<file path="config.mk">
export PLATFORM = sky130hd
export DESIGN_NAME = adc_scan_seq
export DESIGN_NICKNAME = d
export VERILOG_FILES = /design/src/rtl/adc_scan_pkg.sv /design/src/rtl/adc_clk_div.sv /design/src/rtl/adc_result_bank.sv /design/src/rtl/adc_scan_seq.sv
export SDC_FILE = /design/constraint.sdc
export NUM_CORES = 1
export LEC_CHECK = 0
export BUFFER_PORTS_ARGS = -buffer_cell sky130_fd_sc_hd__buf_2
export CORE_UTILIZATION = 68
export DETAILED_ROUTE_END_ITERATION = 6
export GPL_TIMING_DRIVEN = 0
export PLACE_DENSITY = 0.91
export SLEW_MARGIN = 5
export SYNTH_ARGS = -nofsm -noshare
export SYNTH_HDL_FRONTEND = slang
export SYNTH_HIERARCHICAL = 1
export SYNTH_SLANG_ARGS = --single-unit
</file>
<file path="constraint.sdc">
create_clock -name clk -period 3.8 [get_ports clk]
set_input_delay 0.76 -clock clk [delete_from_list [all_inputs] [get_ports clk]]
set_output_delay 0.76 -clock clk [all_outputs]
set_load 0.01 [all_outputs]
</file>
<file path="src/rtl/adc_scan_pkg.sv">
package adc_scan_pkg;
    localparam int RES_W  = 10;
    localparam int DATA_W = 16;
    localparam int GRP_W  = 2;
    localparam int IDX_W  = 2;
    localparam int CH_W   = GRP_W + IDX_W;
    localparam int NCH    = 1 << CH_W;

    typedef enum logic [1:0] {
        ST_IDLE,
        ST_DELAY,
        ST_SAMPLE,
        ST_CONV
    } seq_state_e;

    typedef struct packed {
        logic             flag_wr;
        logic             rsvd;
        logic [IDX_W-1:0] cnt_m1;
        logic [GRP_W-1:0] grp;
        logic             ie;
        logic             run;
    } ctl_byte_t;

    function automatic logic [DATA_W-1:0] left_justify(input logic [RES_W-1:0] r);
        return {r, {(DATA_W-RES_W){1'b0}}};
    endfunction
endpackage

</file>
<file path="src/rtl/adc_clk_div.sv">
module adc_clk_div #(
    parameter int DIV = 4
) (
    input  logic clk,
    input  logic rst,
    output logic tick
);
    localparam int DW = (DIV > 2) ? $clog2(DIV) : 1;
    localparam logic [DW-1:0] LAST = DW'(DIV - 1);

    logic [DW-1:0] cnt_q;

    always_ff @(posedge clk) begin
        if (rst) begin
            cnt_q <= '0;
        end else if (cnt_q == LAST) begin
            cnt_q <= '0;
        end else begin
            cnt_q <= cnt_q + 1'b1;
        end
    end

    assign tick = (cnt_q == LAST);
endmodule

</file>
<file path="src/rtl/adc_result_bank.sv">
module adc_result_bank
    import adc_scan_pkg::*;
#(
    parameter int N  = NCH,
    parameter int AW = CH_W
) (
    input  logic              clk,
    input  logic              rst,
    input  logic              we,
    input  logic [AW-1:0]     waddr,
    input  logic [DATA_W-1:0] wdata,
    input  logic [AW-1:0]     raddr,
    output logic [DATA_W-1:0] rdata
);
    logic [DATA_W-1:0] regs_q [N];

    for (genvar i = 0; i < N; i++) begin : g_reg
        always_ff @(posedge clk) begin
            if (rst) begin
                regs_q[i] <= '0;
            end else if (we && (waddr == AW'(i))) begin
                regs_q[i] <= wdata;
            end
        end
    end

    assign rdata = regs_q[raddr];
endmodule

</file>
<file path="src/rtl/adc_scan_seq.sv">
module adc_scan_seq
    import adc_scan_pkg::*;
#(
    parameter int SAMP_CYC = 4,
    parameter int DIV      = 4
) (
    input  logic              clk,
    input  logic              rst,
    input  logic              ctl_we,
    input  logic [7:0]        ctl_wdata,
    input  logic              stat_rd,
    input  logic [CH_W-1:0]   rd_sel,
    output logic [DATA_W-1:0] rd_data,
    output logic              eoc_flag,
    output logic              irq,
    output logic              samp_o,
    output logic              cnv_start,
    output logic [CH_W-1:0]   cnv_ch,
    input  logic              cnv_done,
    input  logic [RES_W-1:0]  cnv_result
);
    localparam int SW = (SAMP_CYC > 2) ? $clog2(SAMP_CYC) : 1;
    localparam logic [SW-1:0] SAMP_LAST = SW'(SAMP_CYC - 1);

    ctl_byte_t        ctl;
    seq_state_e       state_q;
    logic             run_q, ie_q, flag_q, armed_q;
    logic [GRP_W-1:0] grp_q;
    logic [IDX_W-1:0] cnt_q, idx_q;
    logic [SW-1:0]    scnt_q;
    logic             tick, start_ev, stop_ev, store, grp_end, flag_clr;

    assign ctl      = ctl_byte_t'(ctl_wdata);
    assign start_ev = ctl_we && ctl.run && !run_q;
    assign stop_ev  = ctl_we && !ctl.run;
    assign store    = (state_q == ST_CONV) && cnv_done && !stop_ev;
    assign grp_end  = store && (idx_q == cnt_q);
    assign flag_clr = ctl_we && !ctl.flag_wr && armed_q;

    adc_clk_div #(.DIV(DIV)) u_div (
        .clk (clk),
        .rst (rst),
        .tick(tick)
    );

    adc_result_bank #(.N(NCH), .AW(CH_W)) u_bank (
        .clk  (clk),
        .rst  (rst),
        .we   (store),
        .waddr(cnv_ch),
        .wdata(left_justify(cnv_result)),
        .raddr(rd_sel),
        .rdata(rd_data)
    );

    always_ff @(posedge clk) begin
        if (rst) begin
            run_q <= 1'b0;
            ie_q  <= 1'b0;
            grp_q <= '0;
            cnt_q <= '0;
        end else if (ctl_we) begin
            run_q <= ctl.run;
            ie_q  <= ctl.ie;
            if (start_ev) begin
                grp_q <= ctl.grp;
                cnt_q <= ctl.cnt_m1;
            end
        end
    end

    always_ff @(posedge clk) begin
        if (rst) begin
            state_q <= ST_IDLE;
            idx_q   <= '0;
            scnt_q  <= '0;
        end else if (stop_ev) begin
            state_q <= ST_IDLE;
            idx_q   <= '0;
        end else if (start_ev) begin
            state_q <= ST_DELAY;
            idx_q   <= '0;
        end else begin
            case (state_q)
                ST_DELAY: if (tick) begin
                    state_q <= ST_SAMPLE;
                    scnt_q  <= '0;
                end
                ST_SAMPLE: begin
                    if (scnt_q == SAMP_LAST) state_q <= ST_CONV;
                    else                     scnt_q  <= scnt_q + 1'b1;
                end
                ST_CONV: if (cnv_done) begin
                    state_q <= ST_SAMPLE;
                    scnt_q  <= '0;
                    idx_q   <= (idx_q == cnt_q) ? '0 : idx_q + 1'b1;
                end
                default: ;
            endcase
        end
    end

    always_ff @(posedge clk) begin
        if (rst) begin
            flag_q  <= 1'b0;
            armed_q <= 1'b0;
        end else begin
            if (grp_end)       flag_q <= 1'b1;
            else if (flag_clr) flag_q <= 1'b0;
            if (flag_clr)                armed_q <= 1'b0;
            else if (stat_rd && flag_q)  armed_q <= 1'b1;
        end
    end

    assign eoc_flag  = flag_q;
    assign irq       = flag_q && ie_q;
    assign samp_o    = (state_q == ST_SAMPLE);
    assign cnv_start = samp_o && (scnt_q == SAMP_LAST);
    assign cnv_ch    = {grp_q, idx_q};
endmodule

</file>
After elaboration in Yosys (flattened, before gate mapping)
Memory sizes are Yosys's and may differ from the RTL's.
Index checks and enable logic that the tools add are counted.
{"block": "word_totals", "register_bits": 16, "mem_bits_rw": 160, "input_bits": 27, "output_inout_bits": 24, "elab_cells": 183, "mem_count": 1}
{"memory": "u_bank.regs_q", "words": 16, "width": 10, "read_ports": 1, "rd_ports_with_merged_regs": 0, "write_ports": 16, "line_no": "adc_result_bank.sv:15", "rtl": "logic [DATA_W-1:0] regs_q [N];"}
{"block": "classes", "add_sub_neg": 3, "n_eq_ne": 28, "mux": 78, "bitwise_logic": 18, "n_reduce_logical": 44}
{"cell": "two-way mux 10 bit", "n": 16}
{"cell": "two-way mux 1 bit", "n": 53}
{"cell": "== test 4 bit, second input constant", "n": 8}
{"cell": "logical AND 1 bit", "n": 27}
{"cell": "== test 4 x 3 -> 1 bit, second input constant", "n": 4}
{"cell": "OR 1 bit", "n": 16}
{"cell": "two-way mux 2 bit", "n": 7}
{"cell": "case mux 2 bit (3 select lines)", "n": 2}
{"cell": "== test 2 bit, second input constant", "n": 4}
{"cell": "== test 4 x 2 -> 1 bit, second input constant", "n": 2}
{"cell": "AND reduction 4 bit", "n": 2}
{"cell": "adder 2 x 1 -> 2 bit, second input constant", "n": 3}
{"cell": "!= test 2 bit, second input constant", "n": 3}
{"cell": "!= test 3 bit, second input constant", "n": 2}
{"cell": "AND reduction 6 bit", "n": 1}
{"cell": "OR reduction 2 bit", "n": 3}
{"cell": "== test 4 x 1 -> 1 bit, second input constant", "n": 1}
{"cell": "logical NOT 1 bit", "n": 4}
{"cell": "logical NOT 4 bit", "n": 1}
{"cell": "AND reduction 2 bit", "n": 2}
{"cell": "nonzero test 4 bit", "n": 1}
{"cell": "!= test 3 x 1 -> 1 bit, second input constant", "n": 1}
{"cell": "nonzero test 3 bit", "n": 1}
{"cell": "OR reduction 3 bit", "n": 1}
{"cell": "other kinds (5)", "n": 6}

Longest topological paths before layout
{"block": "depth", "depth_word": 9, "mapped_depth": 7}

Modules after synthesis
Netlist, hierarchy kept.
{"module": "adc_result_bank", "instances": 1, "cells_each": 731, "area_each_um2": 11668.7}
{"module": "adc_scan_seq", "instances": 1, "cells_each": 75, "area_each_um2": 705.7}
{"module": "adc_clk_div", "instances": 1, "cells_each": 5, "area_each_um2": 75.1}

Worst setup path before layout
Ideal clock, no wire load.
{"block": "synth_path", "path_type": "input to output", "from": "input rd_sel[0]", "to": "output rd_data[10]", "t_arrival_ns": 1.984, "required_time_ns": 3.040, "setup_slack_ns": 1.056, "stages": 5, "path_buffers": 2, "cell_sequence": "buf_4 buf_2 mux4_2 a22oi_1 nand2_1"}
{"block": "synth_via", "elab_chain_cells": 1}
{"element": "start: declaration", "line_no": "adc_scan_seq.sv:12", "rtl": "input logic [CH_W-1:0] rd_sel,"}
{"element": "memory read (16 x 10 bit)"}
{"element": "end: declaration", "line_no": "adc_scan_seq.sv:13", "rtl": "output logic [DATA_W-1:0] rd_data,"}
Every way passes these cells.

Worst setup path in the final report
{"block": "layout_path", "from": "input rd_sel[1]", "to": "output rd_data[15]"}
Same word-level chain as after synthesis.

==> results.md <==
- Maxcap violations: 0
- Vias in the first global route: 7750
- CTS resizes: 0
- Initial DRC Count: 803
- # diodes: 0
- Slew Limit Fails: 0
- Asr flop ratio synth: 0
- Crit path max fanout: 10
- Initial antenna violation count: 0
- WL/cell: 23.7 um
- Relative slew margins: 0.301
- Clk sinks: 272
- CP Capture Type: output port
- Die area: 18900 um^2
- Setup Viol. Count Final: 0
- Setup repair after global routing missed its margin: no
- Post-synth EDFFs: 256
- CP cell instances: buf_2, clkbuf_1, mux4_2, a22oi_1, nand2_1, buf_2
- Multi-input logic area: 4350 um^2
- Post-synthesis sequential area ratio: 0.643
- Syn avg cell area: 15.4 um^2
- Final Critical Period: 3.43 ns
- Status: finished, final reports clean
- Synth Flop Type: edfxtp_1
- Worst reg-to-reg setup slack: 1.02 ns
- Fin. Hold Viols: 0
- Port-buffer cells: 46
- Largest net degree at the start of global routing: 17
- Pleak: 5.44 nW
- CTS root buffer: clkbuf_16
- Hold Buf Count CTS: 0
- Seq. cell area: 8010 um^2
- Proportion of layout cells with a drive suffix above 1: 0.252
- Yosys top cell area share: 0.617
- Clk buf depth: 3
- Vias per inst: 6.28
- CP max stage cell: clkbuf_1
- Final WL: 28.2 mm
- CP Class: input port to output port
- Instance count of the mapped netlist: 811
- Synth cell types: 49
- Initial cell density of the core: 0.693
- Critical Path RT: 3.04 ns
- Post CTS Setup Buffer Count: 0
- Ranking of synthesized cells by area: edfxtp_1, mux4_2, and2_1
- Hold crit path type: register to register
- Max IR drop VDD: 0.476 mV
- Worst Reg2Reg Path Length in Cells: 6
- Clock buffer count from CTS: 27
- Die Ht: 137 um
- Worst r2r src: state_q[0]
- Site Rows: 49
- # nets final: 969
- Max Clock Freq: 0.292 GHz
- GR Overflow Total: 0
- Mapped Area: 12400 um^2
- Placer Congestion: 0.793
- Pre-antenna DRT Iters: 5
- Least-Margin Pin Slew: 1.05 ns
- Fill count: 879
- Clock Latency Late Sink: 0.53 ns
- Worst EP arrival: 2.67 ns
- First-pass GRT wire length: 42.8 mm
- YS warnings: 6
- CP endpoint: rd_data[15]
- Most frequent CP cell: buf_2
- Worst R2R End: u_bank/regs_q[5][7]
- Hold slack: 0.442 ns
- Crit path largest cell delay: 0.64 ns
- Period utilization: 0.902
- Core box area: 18000 um^2
- DRT antenna net count: 0
- Setup crit start: rd_sel[1]
- Worst-path clk slew: 0.06 ns
- Non-Filler Instances: 1189
- Post-synth top area cell: edfxtp_1
- Syn-to-layout area delta: 14.8%
- Final clock skew: 0.00979 ns
- Die W: 137 um
- CTS tree: yes
- DRC violations left: 0
- Inst Count DP: 1140
- Dpl hpwl: 18.3 mm
- Critical Path Source Type: input port
- Setup TNS: 0 ns
- DR vias: 7466
- Max H-tree Level: 1
- Tot GR Track Use: 0.315
- FF+latch count, synth: 272
- Ports: 51
- Pwr Density: 460 nW/um^2
[where the power goes]
part	leakage, nW	switching, mW	internal (mW)	total [mW]
registers	2.77	0.0368	3.36	3.40
logic	2.22	0.254	0.177	0.430
clock network	0.448	1.09	1.65	2.74
total	5.44	1.38	5.19	6.57
[cells in the final DEF, fill, tap and decap left out, drive strengths merged, types with 7 or more instances in the layout]
cell type	instances
mux2i	7
clkbuf	75
nor2	26
conb	42
nand2	21
clkinv	12
buf	75
nand3b	7
o21bai	16
edfxtp	256
a22oi	32
mux4	64
dfxtp	16
and2	258
[cells in the mapped netlist, types with 7 or more instances]
cell type / count
a22oi_1: 32
and2_1: 228
and2_2: 30
clkbuf_1: 42
dfxtp_1: 16
edfxtp_1: 256
mux2i_1: 7
mux4_2: 64
nand2_1: 21
nand3b_1: 7
nor2_1: 22
o21bai_1: 16
[metrics by stage]
stage / area [um^2] / power (mW) / setup WS [ns] / utilization
2_1_floorplan: 12600 / 3.71 / 1.06 / -
3_3_place_gp: 13100 / 3.84 / 0.314 / 0.730
3_5_place_dp: 13400 / 3.88 / 0.434 / 0.744
4_1_cts: 14300 / 6.58 / 0.403 / 0.795
5_1_grt: 14300 / 6.74 / 0.292 / 0.795
6_report: 14300 / 6.57 / 0.371 / 0.795
[state kept, by name (all words and copies together) (netlist names)]
register       count
armed_q            1
cnt_q              2
eoc_flag           1
grp_q              2
idx_q              2
ie_q               1
run_q              1
scnt_q             2
state_q            2
u_bank/regs_q    256
u_div/cnt_q        2
[worst max-delay path, delay by kind of cell]
kind            cells  cell delay [ns]
simple gates        1             0.13
buf+inv             3             1.05
mux                 1             0.41
compound gates      1             0.32
[final cells by class]
| class | count | share of cell area |
|---|---|---|
| buffer | 61 | 0.0205 |
| timing repair buffer | 59 | 0.0295 |
| tap | 229 | 0.0201 |
| sequential | 272 | 0.560 |
| inverter | 3 | 0.000788 |
| multi-input combinational | 516 | 0.305 |
| clock inverter | 19 | 0.0153 |
| clock buffer | 30 | 0.0488 |
[metal layers]
metal / share of wire / track usage
met5: 0 / 0
met4: 0.032 / 0.121
met3: 0.080 / 0.0423
met2: 0.52 / 0.551
met1: 0.36 / 0.403
[cells by family after synthesis]
kind of cell	after synthesis	share of synthesized area
xor gates and xnor gates	2	0.00141
buffers and inverters	64	0.0244
DFF	272	0.643
AOI/OAI and AO/OA	60	0.0356
muxes	71	0.121
adders and majority gates	2	0.00201
other	1	0.000301
and+or+nand+nor	339	0.172
[how the worst min path moves through the flow]
stage | from | endpoint | slack (ns) | cells past startpoint
after floorplan | u_div/cnt_q[0] | u_div/cnt_q[0] | 0.41 | 1
after global placement | u_div/cnt_q[0] | u_div/cnt_q[0] | 0.42 | 1
after detailed placement | u_div/cnt_q[0] | u_div/cnt_q[0] | 0.43 | 1
after CTS | u_div/cnt_q[0] | u_div/cnt_q[0] | 0.44 | 1
after global routing | u_div/cnt_q[0] | u_div/cnt_q[0] | 0.46 | 1
final | u_div/cnt_q[0] | u_div/cnt_q[0] | 0.44 | 1
(Power assumes the default switching activity.)
